<file path="config.mk">
export PLATFORM = sky130hd
export DESIGN_NAME = tbl_read_unit
export DESIGN_NICKNAME = d
export VERILOG_FILES = /design/src/rtl/tbl_read_pkg.sv /design/src/rtl/tbl_fetch_ctrl.sv /design/src/rtl/tbl_regs.sv /design/src/rtl/tbl_out_stage.sv /design/src/rtl/tbl_read_unit.sv
export SDC_FILE = /design/constraint.sdc
export NUM_CORES = 1
export LEC_CHECK = 0
export BUFFER_PORTS_ARGS = -buffer_cell sky130_fd_sc_hd__buf_2
export CAP_MARGIN = 20
export CORE_MARGIN = 5
export CORE_UTILIZATION = 43
export CTS_BUF_LIST = sky130_fd_sc_hd__clkbuf_8
export DETAILED_ROUTE_END_ITERATION = 10
export PLACE_DENSITY = 0.77
export SETUP_SLACK_MARGIN = 0.02
export SKIP_CTS_REPAIR_TIMING = 1
export SLEW_MARGIN = 5
export SYNTH_ARGS = -nofsm -noshare
export SYNTH_HDL_FRONTEND = slang
export SYNTH_SLANG_ARGS = --single-unit
</file>
<file path="constraint.sdc">
create_clock -name clk -period 1.21 [get_ports clk]
set_input_delay 0 -clock clk [delete_from_list [all_inputs] [get_ports clk]]
set_output_delay 0 -clock clk [all_outputs]
set_load 0.005 [all_outputs]
</file>
<file path="src/rtl/tbl_read_pkg.sv">
package tbl_read_pkg;
  localparam int DATA_W = 8;

  typedef enum logic [0:0] {
    FS_IDLE  = 1'b0,
    FS_FETCH = 1'b1
  } fetch_state_e;
endpackage

</file>
<file path="src/rtl/tbl_fetch_ctrl.sv">
module tbl_fetch_ctrl
  import tbl_read_pkg::*;
#(
  parameter int PC_W  = 10,
  parameter int PTR_W = 8,
  localparam int PG_W = PC_W - PTR_W
) (
  input  logic             clk,
  input  logic             rst_n,
  input  logic             req,
  input  logic             req_last,
  input  logic [PG_W-1:0]  page,
  input  logic [PTR_W-1:0] ptr,
  output logic [PC_W-1:0]  pm_addr,
  output logic             pm_rd,
  output logic             accept,
  output logic             capture
);
  fetch_state_e state_q;

  // Address arithmetic: page bits from PC, or all ones for the top page.
  function automatic logic [PC_W-1:0] form_addr(input logic last,
                                                input logic [PG_W-1:0] pg,
                                                input logic [PTR_W-1:0] p);
    logic [PG_W-1:0] hi;
    hi = last ? {PG_W{1'b1}} : pg;
    return {hi, p};
  endfunction

  assign accept  = req && (state_q == FS_IDLE);
  assign capture = (state_q == FS_FETCH);
  assign pm_rd   = capture;

  always_ff @(posedge clk) begin
    if (!rst_n) begin
      state_q <= FS_IDLE;
      pm_addr <= '0;
    end else begin
      unique case (state_q)
        FS_IDLE:  if (accept) state_q <= FS_FETCH;
        FS_FETCH: state_q <= FS_IDLE;
        default:  state_q <= FS_IDLE;
      endcase
      if (accept) pm_addr <= form_addr(req_last, page, ptr);
    end
  end
endmodule

</file>
<file path="src/rtl/tbl_regs.sv">
module tbl_regs
  import tbl_read_pkg::*;
#(
  parameter int               HI_W     = 6,
  parameter int               RA_W     = 8,
  parameter logic [RA_W-1:0]  PTR_ADDR = 8'h07,
  parameter logic [RA_W-1:0]  HI_ADDR  = 8'h08
) (
  input  logic              clk,
  input  logic              rst_n,
  input  logic              wr_en,
  input  logic [RA_W-1:0]   addr,
  input  logic [DATA_W-1:0] wdata,
  input  logic              capture,
  input  logic [HI_W-1:0]   fetched_hi,
  output logic [DATA_W-1:0] ptr_q,
  output logic [HI_W-1:0]   hi_q,
  output logic [DATA_W-1:0] rdata
);
  localparam int PAD_W = DATA_W - HI_W;

  function automatic logic [DATA_W-1:0] pad_hi(input logic [HI_W-1:0] h);
    return {{PAD_W{1'b0}}, h};
  endfunction

  always_ff @(posedge clk) begin
    if (!rst_n) begin
      ptr_q <= '0;
      hi_q  <= '0;
    end else begin
      if (wr_en && addr == PTR_ADDR) ptr_q <= wdata;
      if (capture) hi_q <= fetched_hi;
    end
  end

  always_comb begin
    if (addr == PTR_ADDR)     rdata = ptr_q;
    else if (addr == HI_ADDR) rdata = pad_hi(hi_q);
    else                      rdata = '0;
  end
endmodule

</file>
<file path="src/rtl/tbl_out_stage.sv">
module tbl_out_stage
  import tbl_read_pkg::*;
(
  input  logic              clk,
  input  logic              rst_n,
  input  logic              capture,
  input  logic [DATA_W-1:0] word_lo,
  output logic              done,
  output logic [DATA_W-1:0] lo_byte
);
  always_ff @(posedge clk) begin
    if (!rst_n) begin
      done    <= 1'b0;
      lo_byte <= '0;
    end else begin
      done <= capture;
      if (capture) lo_byte <= word_lo;
    end
  end
endmodule

</file>
<file path="src/rtl/tbl_read_unit.sv">
module tbl_read_unit
  import tbl_read_pkg::*;
#(
  parameter int              WORD_W   = 14,
  parameter int              PC_W     = 10,
  parameter int              RA_W     = 8,
  parameter logic [RA_W-1:0] PTR_ADDR = 8'h07,
  parameter logic [RA_W-1:0] HI_ADDR  = 8'h08,
  localparam int             PG_W     = PC_W - DATA_W,
  localparam int             HI_W     = WORD_W - DATA_W
) (
  input  logic              clk,
  input  logic              rst_n,
  input  logic              reg_wr_en,
  input  logic [RA_W-1:0]   reg_addr,
  input  logic [DATA_W-1:0] reg_wdata,
  output logic [DATA_W-1:0] reg_rdata,
  input  logic              req,
  input  logic              req_last_page,
  input  logic [PG_W-1:0]   pc_page,
  output logic [PC_W-1:0]   pm_addr,
  output logic              pm_rd,
  input  logic [WORD_W-1:0] pm_data,
  output logic              done,
  output logic [DATA_W-1:0] lo_byte
);
  // Named internal events for the checker.
  logic              accept;
  logic              capture;
  logic [DATA_W-1:0] ptr_q;
  logic [HI_W-1:0]   hi_q;

  tbl_fetch_ctrl #(.PC_W(PC_W), .PTR_W(DATA_W)) u_ctrl (
    .clk(clk), .rst_n(rst_n), .req(req), .req_last(req_last_page),
    .page(pc_page), .ptr(ptr_q), .pm_addr(pm_addr), .pm_rd(pm_rd),
    .accept(accept), .capture(capture)
  );

  tbl_regs #(.HI_W(HI_W), .RA_W(RA_W), .PTR_ADDR(PTR_ADDR), .HI_ADDR(HI_ADDR)) u_regs (
    .clk(clk), .rst_n(rst_n), .wr_en(reg_wr_en), .addr(reg_addr),
    .wdata(reg_wdata), .capture(capture), .fetched_hi(pm_data[WORD_W-1:DATA_W]),
    .ptr_q(ptr_q), .hi_q(hi_q), .rdata(reg_rdata)
  );

  tbl_out_stage u_out (
    .clk(clk), .rst_n(rst_n), .capture(capture),
    .word_lo(pm_data[DATA_W-1:0]), .done(done), .lo_byte(lo_byte)
  );
endmodule

</file>
Word-level counts from Yosys, hierarchy flattened. Cells that the tools add are included.

Equal/unequal tests: 2. Reductions and logical operators: 2. Bitwise gates (word level): 1. Muxes and demuxes: 5.

Operators with widths (number): $eq 8x3->1 const B (1); $eq 8x4->1 const B (1); $mux 8 (1); $mux 6 (1); $logic_and 1x1->1 (2); $mux 2 (1); $pmux 1 s2 (1); $mux 1 (1); $not 1->1 (1).

Bits of input ports: 37. Word-level logic and storage cells: 16. Register bits: 34. Output and inout bits: 28.

Longest topological paths before layout. Gate-level depths: netlist of the first run.

Depth in word-level cells: 4. Mapped depth: 5. Depth with buffers taken out: 3.

Hierarchy. Synthesis of the first run repeated with hierarchy kept, for this count alone.

Cell total of the unflattened synthesis: 151. Area, all modules: 1477.7 sq um.

Modules (own cells, without submodules): tbl_regs (sequential area each 280.3 sq um, area each 688.2 sq um, times used 1, cells each 76); tbl_fetch_ctrl (sequential area each 220.2 sq um, area each 460.4 sq um, times used 1, cells each 48); tbl_out_stage (sequential area each 180.2 sq um, area each 329.1 sq um, times used 1, cells each 27).

Worst setup path before layout of the first run. No wires, ideal clock.

Path kind: reg2reg. Start: register u_ctrl.state_q (netlist: u_ctrl.capture). End: register u_out.lo_byte[0]. Data required time: 1.094 ns. Cell stages (with the launch flop): 5. Buffers on the path: 2. Slack: -0.094 ns. Clock period less this slack: 1.304 ns. Setup time: 0.116 ns. Data arrival time: 1.188 ns. Cells stage by stage: dfxtp_1 -> clkbuf_1 -> buf_2 -> mux2i_1 -> nor2b_1.

RTL lines: start, declared (RTL line tbl_fetch_ctrl.sv:19) `fetch_state_e state_q;`; start signal, assigned (RTL line tbl_fetch_ctrl.sv:36) `state_q <= FS_IDLE;`; start signal, assigned (RTL line tbl_fetch_ctrl.sv:40) `FS_IDLE: if (accept) state_q <= FS_FETCH;`; start signal, assigned (RTL line tbl_fetch_ctrl.sv:41) `FS_FETCH: state_q <= FS_IDLE;`; end signal, assigned (RTL line tbl_out_stage.sv:17) `if (capture) lo_byte <= word_lo;`; end, declared (RTL line tbl_out_stage.sv:9) `output logic [DATA_W-1:0] lo_byte`.

Worst setup path after layout of the first run.
Start: input reg_addr[7]. End: output reg_rdata[6].

Word-level cells in the longest chain between the ends: 2.

RTL lines: start, declared (RTL line tbl_read_unit.sv:15) `input logic [RA_W-1:0] reg_addr,`; $eq 8x3->1 (RTL line tbl_regs.sv:37) `if (addr == PTR_ADDR) rdata = ptr_q;`; $mux 8 (RTL line tbl_regs.sv:37); end, declared (RTL line tbl_read_unit.sv:17) `output logic [DATA_W-1:0] reg_rdata,`.

Every way passes these cells.

==> results.cfg, run 1 <==
[run_status]
status = complete, but fails checks
violations = negative hold slack

[hold_path]
hold-path-endpoint = u_out.lo_byte[3]
hp-start = pm_data[3]
min_path_cells = 3
hp-class = input port to register

[global_route]
gr-total-overflow = 0
first_global_vias = 1150
grt_antenna_before_repair = 0
grt_first_pass_wirelength_um = 5090
grt_usage = 0.150
grt_max_degree = 32

[power]
power.density_nw_per_um2 = 1120
p_leak_nw = 0.878
peakVddDrop_v = 0.000808

[worst_setup_path]
critPathKind = input port to output pin
r2r_cells = 3
cp.required_ns = 1.21
rr_startpoint = u_ctrl.capture
path_max_fanout = 7
r2r_slack_ns = 0.16
critPathCaptureType = output pin
start_kind = input port
worstPathArrival_ns = 1.13
reg2reg_to = u_out.lo_byte[0]

[yosys]
yosysMostFrequentCell = dfxtp_1
synth_nets = 188
ys_ff_latch = 34
synth.top_cell.area_share = 0.480
synthTopCellsByCount = 34 x dfxtp_1, 32 x nand2_1, 22 x mux2i_1
synth_edf_count = 0
ys.flop_type = dfxtp_1
ys_warn_count = 0
postSynthAreaPerCell_um2 = 9.39
seq_area_frac_synth = 0.480
syn_area_um2 = 1420
synth_area_leader_cell = dfxtp_1
syn_inst = 151
ys_async_sr_fraction = 0
synth.distinct_cells = 19
synth_area_leaders = dfxtp_1 48%, mux2i_1 16%, nand2_1 8.5%

[sta]
finalSetupTns_ns = 0
setup_viol = 0
whs_ns = -0.0237
period_share = 0.937
drv_slew = 0
timing.fmax_ghz = 0.882
tightest_slew_ns = 0.492
skew_ns = 0.00569
period_needed_ns = 1.13
slew-limit-headroom = 0.672
hold_violations = 11

[routing]
ant_nets = 0
wire_per_inst_um = 12.4
vias = 1274
drt_iter0_drc = 59
drc = 0
dr.pass1.iters = 4
routed_wl_um = 3400
via_per_inst = 4.63

[clock_network]
root_buffer = clkbuf_8
cts.reportedPaths.clkPinSlew_ns = 0.07
cts_buffers = 5
htreeDepth = 2
cts.sinks = 34
cts_tree = done
clockBufferDepth = 2
clock_latency_ns = 0.28

[floorplan]
rows = 20
fp.dieW_um = 67.4
dieArea_um2 = 4540
core-area_um2 = 3100
start_util = 0.457
io_pins = 65
die_height_um = 67.4

[cells_and_area]
area_growth_pct = 41.4
finalNetCount = 267
diodes = 0
final_layout_size_suffix_gt1_frac = 0.359
final_cells = 275

[flow_run]
cap_violations = 0

[placement]
placement.io_buffers = 64
place_inst = 256
place_hpwl_um = 2450
gp_congestion = 0.818
-- cells by family (layout without fill, tap and decap cells) --
| family | count (synthesis) | after routing | synth area share |
|---|---|---|---|
| AND/OR/NAND/NOR | 69 | 69 | 0.246 |
| flip-flops | 34 | 34 | 0.480 |
| AO/OA/AOI/OAI | 14 | 14 | 0.0741 |
| buffers and inverters | 12 | 92 | 0.0441 |
| multiplexers | 22 | 22 | 0.155 |
-- state kept, by name, indices dropped and copies added (netlist names) --
| register | cells |
|---|---|
| u_ctrl.pm_addr | 10 |
| u_out.lo_byte | 8 |
| u_regs.ptr_q | 8 |
| u_regs.hi_q | 6 |
| u_ctrl.capture | 1 |
| u_out.done | 1 |
-- worst max path at each step --
| stage | start | to | slack [ns] | cells after the start |
|---|---|---|---|---|
| after CTS | reg_addr[7] | reg_rdata[6] | 0.05 | 6 |
| after global placement | reg_addr[7] | u_regs.ptr_q[4] | -0.03 | 5 |
| after detailed placement | reg_addr[7] | u_regs.ptr_q[4] | -0.08 | 5 |
| after floorplan | reg_addr[7] | u_regs.ptr_q[0] | -0.002 | 5 |
| after global routing | reg_addr[7] | reg_rdata[7] | -0.02 | 6 |
| final | reg_addr[7] | reg_rdata[6] | 0.08 | 6 |
-- through the flow --
step | hold WS, ns | setup slack [ns] | utilization | cell area (um^2) | power [mW]
after CTS | -0.0464 | 0.0467 | 0.608 | 1890 | 2.24
after global placement | 0.252 | -0.0331 | 0.578 | 1790 | 1.40
after detailed placement | 0.258 | -0.0768 | 0.578 | 1790 | 1.41
after global routing | 0.00290 | -0.0152 | 0.646 | 2000 | 2.36
final | -0.0237 | 0.0764 | 0.646 | 2000 | 2.25
after floorplan | 0.142 | -0.00235 | - | 1420 | 1.30
-- layer usage --
layer | vias to the layer above | GRT usage | wire length, um
met2 | 34 | 0.266 | 1740
met3 | 5 | 0.0632 | 206
li1 | 655 | - | -
met1 | 580 | 0.157 | 1410
met4 | 0 | 0.0532 | 46
met5 | - | 0 | 0
-- worst max-delay path, stage by stage --
cell and delay (ns):
buf_2 0.10, or4_4 0.54, buf_6 0.15, nor2b_2 0.10, and2_1 0.12, buf_2 0.10
-- area by class of cell --
type / instances / area [um^2]
tap: 44 / 55.1
inverter: 1 / 3.75
multi-input combinational: 105 / 679
clock inverter: 2 / 8.76
clock buffer: 6 / 82.6
sequential: 34 / 681
timing repair buffer: 83 / 494
fill: 283 / 1100
-- power breakdown --
part	switching [mW]	total, mW	leakage (nW)	internal (mW)
clock	0.382	0.832	0.0524	0.450
sequential	0.0150	1.17	0.276	1.15
combinational	0.107	0.249	0.550	0.142
total	0.504	2.25	0.878	1.74
-- cell usage in the layout, fill, tap and decap left out, drive strengths merged --
master	netlist	final
buf	4	72
dfxtp	34	34
nand2	32	32
mux2i	22	22
nor2b	16	16
dlygate4sd3	0	11
nor2	8	8
a21boi	8	8
a22oi	6	6
clkbuf	7	6
and2	4	4
nor3b	3	3
inv	1	2
nor3	2	2
or4	1	1
and4b	1	1
nor4b	1	1
nand2b	1	1
clkinv	0	1
No activity file was read; power rests on OpenSTA's default activity.
==> run 2: changes to the inputs <==
- CORE_UTILIZATION: 43 -> 44
- PLACE_DENSITY: 0.77 -> 0.78
- SYNTH_HIERARCHICAL: default -> 1
==> run 2 against run 1 <==
Compared with the run above:
- the flow still finishes with violations (negative hold slack)
- clock power is 16% higher
- global-route usage shrank 0.88 points
- sequential power about the same
- critical endpoint is now reg_rdata[7]
- register-to-register slack gained 0.02 ns
- worst hold slack worse by 0.0034 ns
- setup slack better by 0.045 ns
- largest power group unchanged
- core utilization is 1.2 points lower
- clock-buffer cell count grew 2
==> results.cfg, run 2 <==
[run_status]
status = complete, but fails checks
violations = negative hold slack

[floorplan]
core-area_um2 = 3280
io_pins = 65
die_height_um = 68.0
rows = 21
fp.dieW_um = 68.0
dieArea_um2 = 4620
start_util = 0.450

[routing]
routed_wl_um = 3410
ant_nets = 0
wire_per_inst_um = 12.3
vias = 1283
via_per_inst = 4.62
drt_iter0_drc = 65
dr.pass1.iters = 3
drc = 0

[yosys]
ys_ff_latch = 34
yosysMostFrequentCell = dfxtp_1
synth.top_cell.area_share = 0.461
ys_async_sr_fraction = 0
synth.distinct_cells = 21
synth_area_leader_cell = dfxtp_1
synth_compound_area_frac = 0.0914
synthTopCellsByCount = 34 x dfxtp_1, 32 x nand2_1, 22 x mux2i_1
synth-xor-area-share = 0
seq_area_frac_synth = 0.461
ys_warn_count = 6
synthMuxAreaShare = 0.149
synth_area_leaders = dfxtp_1 46%, mux2i_1 15%, nand2_1 8.1%
yosys.area_share.simple = 0.238
synth_edf_count = 0
syn_inst = 151
syn_area_um2 = 1480
postSynthAreaPerCell_um2 = 9.79
ys.flop_type = dfxtp_1
synth_top_family_by_area = simple AND/OR/NAND/NOR gates
synth_nets = 188
synthAdderAreaFrac = 0

[worst_setup_path]
critPathKind = input port to output pin
worstPathArrival_ns = 1.09
start_kind = input port
path_max_fanout = 8
critPathCaptureType = output pin
cp.required_ns = 1.21

[cells_and_area]
reg.largest.list = u_ctrl/pm_addr: 10 flops, u_out/lo_byte: 8 flops, u_regs/ptr_q: 8 flops
fillers = 296
layout_commonest_cell = buf_2
regArea_um2 = 681
diodes = 0
stdcell_area_um2 = 2080
final_cells = 278
area_growth_pct = 41.0
final_layout_size_suffix_gt1_frac = 0.397
multiInputGateArea_um2 = 709
largest_reg_flops = 10
top_register = u_ctrl/pm_addr
finalNetCount = 268
layout_common_cells = 64 x buf_2, 34 x dfxtp_1, 32 x nand2_1

[clock_network]
root_buffer = clkbuf_8
cts.reportedPaths.clkPinSlew_ns = 0.07
clock_latency_ns = 0.28
cts.sinks = 34
htreeDepth = 2
cts_buffers = 5
cts_tree = done
clockBufferDepth = 2

[global_route]
gr-total-overflow = 0
first_global_vias = 1108
grt_first_pass_wirelength_um = 4730
grt_max_degree = 43
grt_antenna_before_repair = 0
grt_usage = 0.141

[placement]
place_inst = 257
place_hpwl_um = 2430
gp_congestion = 0.764
placement.io_buffers = 64
dpl_cell_area_um2 = 1840

[power]
p_leak_nw = 0.901
power.density_nw_per_um2 = 1150
peakVddDrop_v = 0.000753
totalPowerFinal_mw = 2.39

[sta]
rsz0062_at_grt = no
timing.fmax_ghz = 0.918
tightest_slew_ns = 0.295
slew-limit-headroom = 0.801
hold_violations = 6
period_share = 0.900
drv_slew = 0
setup_viol = 0
whs_ns = -0.0271
period_needed_ns = 1.09
skew_ns = 0.00366
finalSetupTns_ns = 0

[flow_run]
cap_violations = 0

[hold_path]
hp-class = input port to register
run 2: cell count changes after synthesis, sizes merged:
cell	change
buf	+2
clkbuf	-2
inv	+1
nor2b	-1
run 2: area by class of cell:
type	instances	share of cell area
Sequential cell	34	0.327
Multi-Input combinational cell	104	0.341
Clock buffer	8	0.0529
Tap cell	46	0.0276
Inverter	2	0.00360
Timing Repair Buffer	84	0.249
run 2: report_power, final:
group	internal (mW)	leakage (nW)	switching [mW]	total, mW
combinational	0.152	0.567	0.107	0.259
clock	0.574	0.0575	0.390	0.964
sequential	1.15	0.276	0.0152	1.17
run 2: logic make-up after synthesis:
logic type | Yosys count
and+or+nand+nor | 68
AOI/OAI and AO/OA | 14
buffers and inverters | 13
DFF | 34
muxes | 22
run 2: critical path, cell delays in order:
cell and delay (ns):
buf_2 0.09, or4_4 0.59, nor2b_2 0.16, and2_1 0.14, buf_2 0.11
run 2: per-layer routing:
metal / vias up / global-route usage / share of wire
li1: 658 / - / -
met1: 570 / 0.162 / 0.43
met2: 48 / 0.219 / 0.46
met3: 7 / 0.0575 / 0.090
met4: 0 / 0.0819 / 0.020
met5: - / 0 / 0
run 2: path summary, 6_finish.rpt:
path	slack (ns)	endpoint	from	depth (start not counted)
max	0.12	reg_rdata[7]	reg_addr[5]	5
max reg2reg	0.18	u_ctrl/pm_addr[9]	u_ctrl/capture	4
min reg2reg	0.46	u_ctrl/pm_addr[2]	u_ctrl/pm_addr[2]	2
min	-0.03	u_regs/hi_q[4]	pm_data[12]	3
run 2: through the flow:
step	hold WS, ns	setup slack, ns	util
finish	-0.0271	0.121	0.634
global route	0.00160	0.0271	0.634
detailed placement	0.253	-0.0573	0.560
global placement	0.252	-0.0380	0.560
floorplan	0.128	-0.00235	-
CTS	-0.0556	-0.0237	0.593
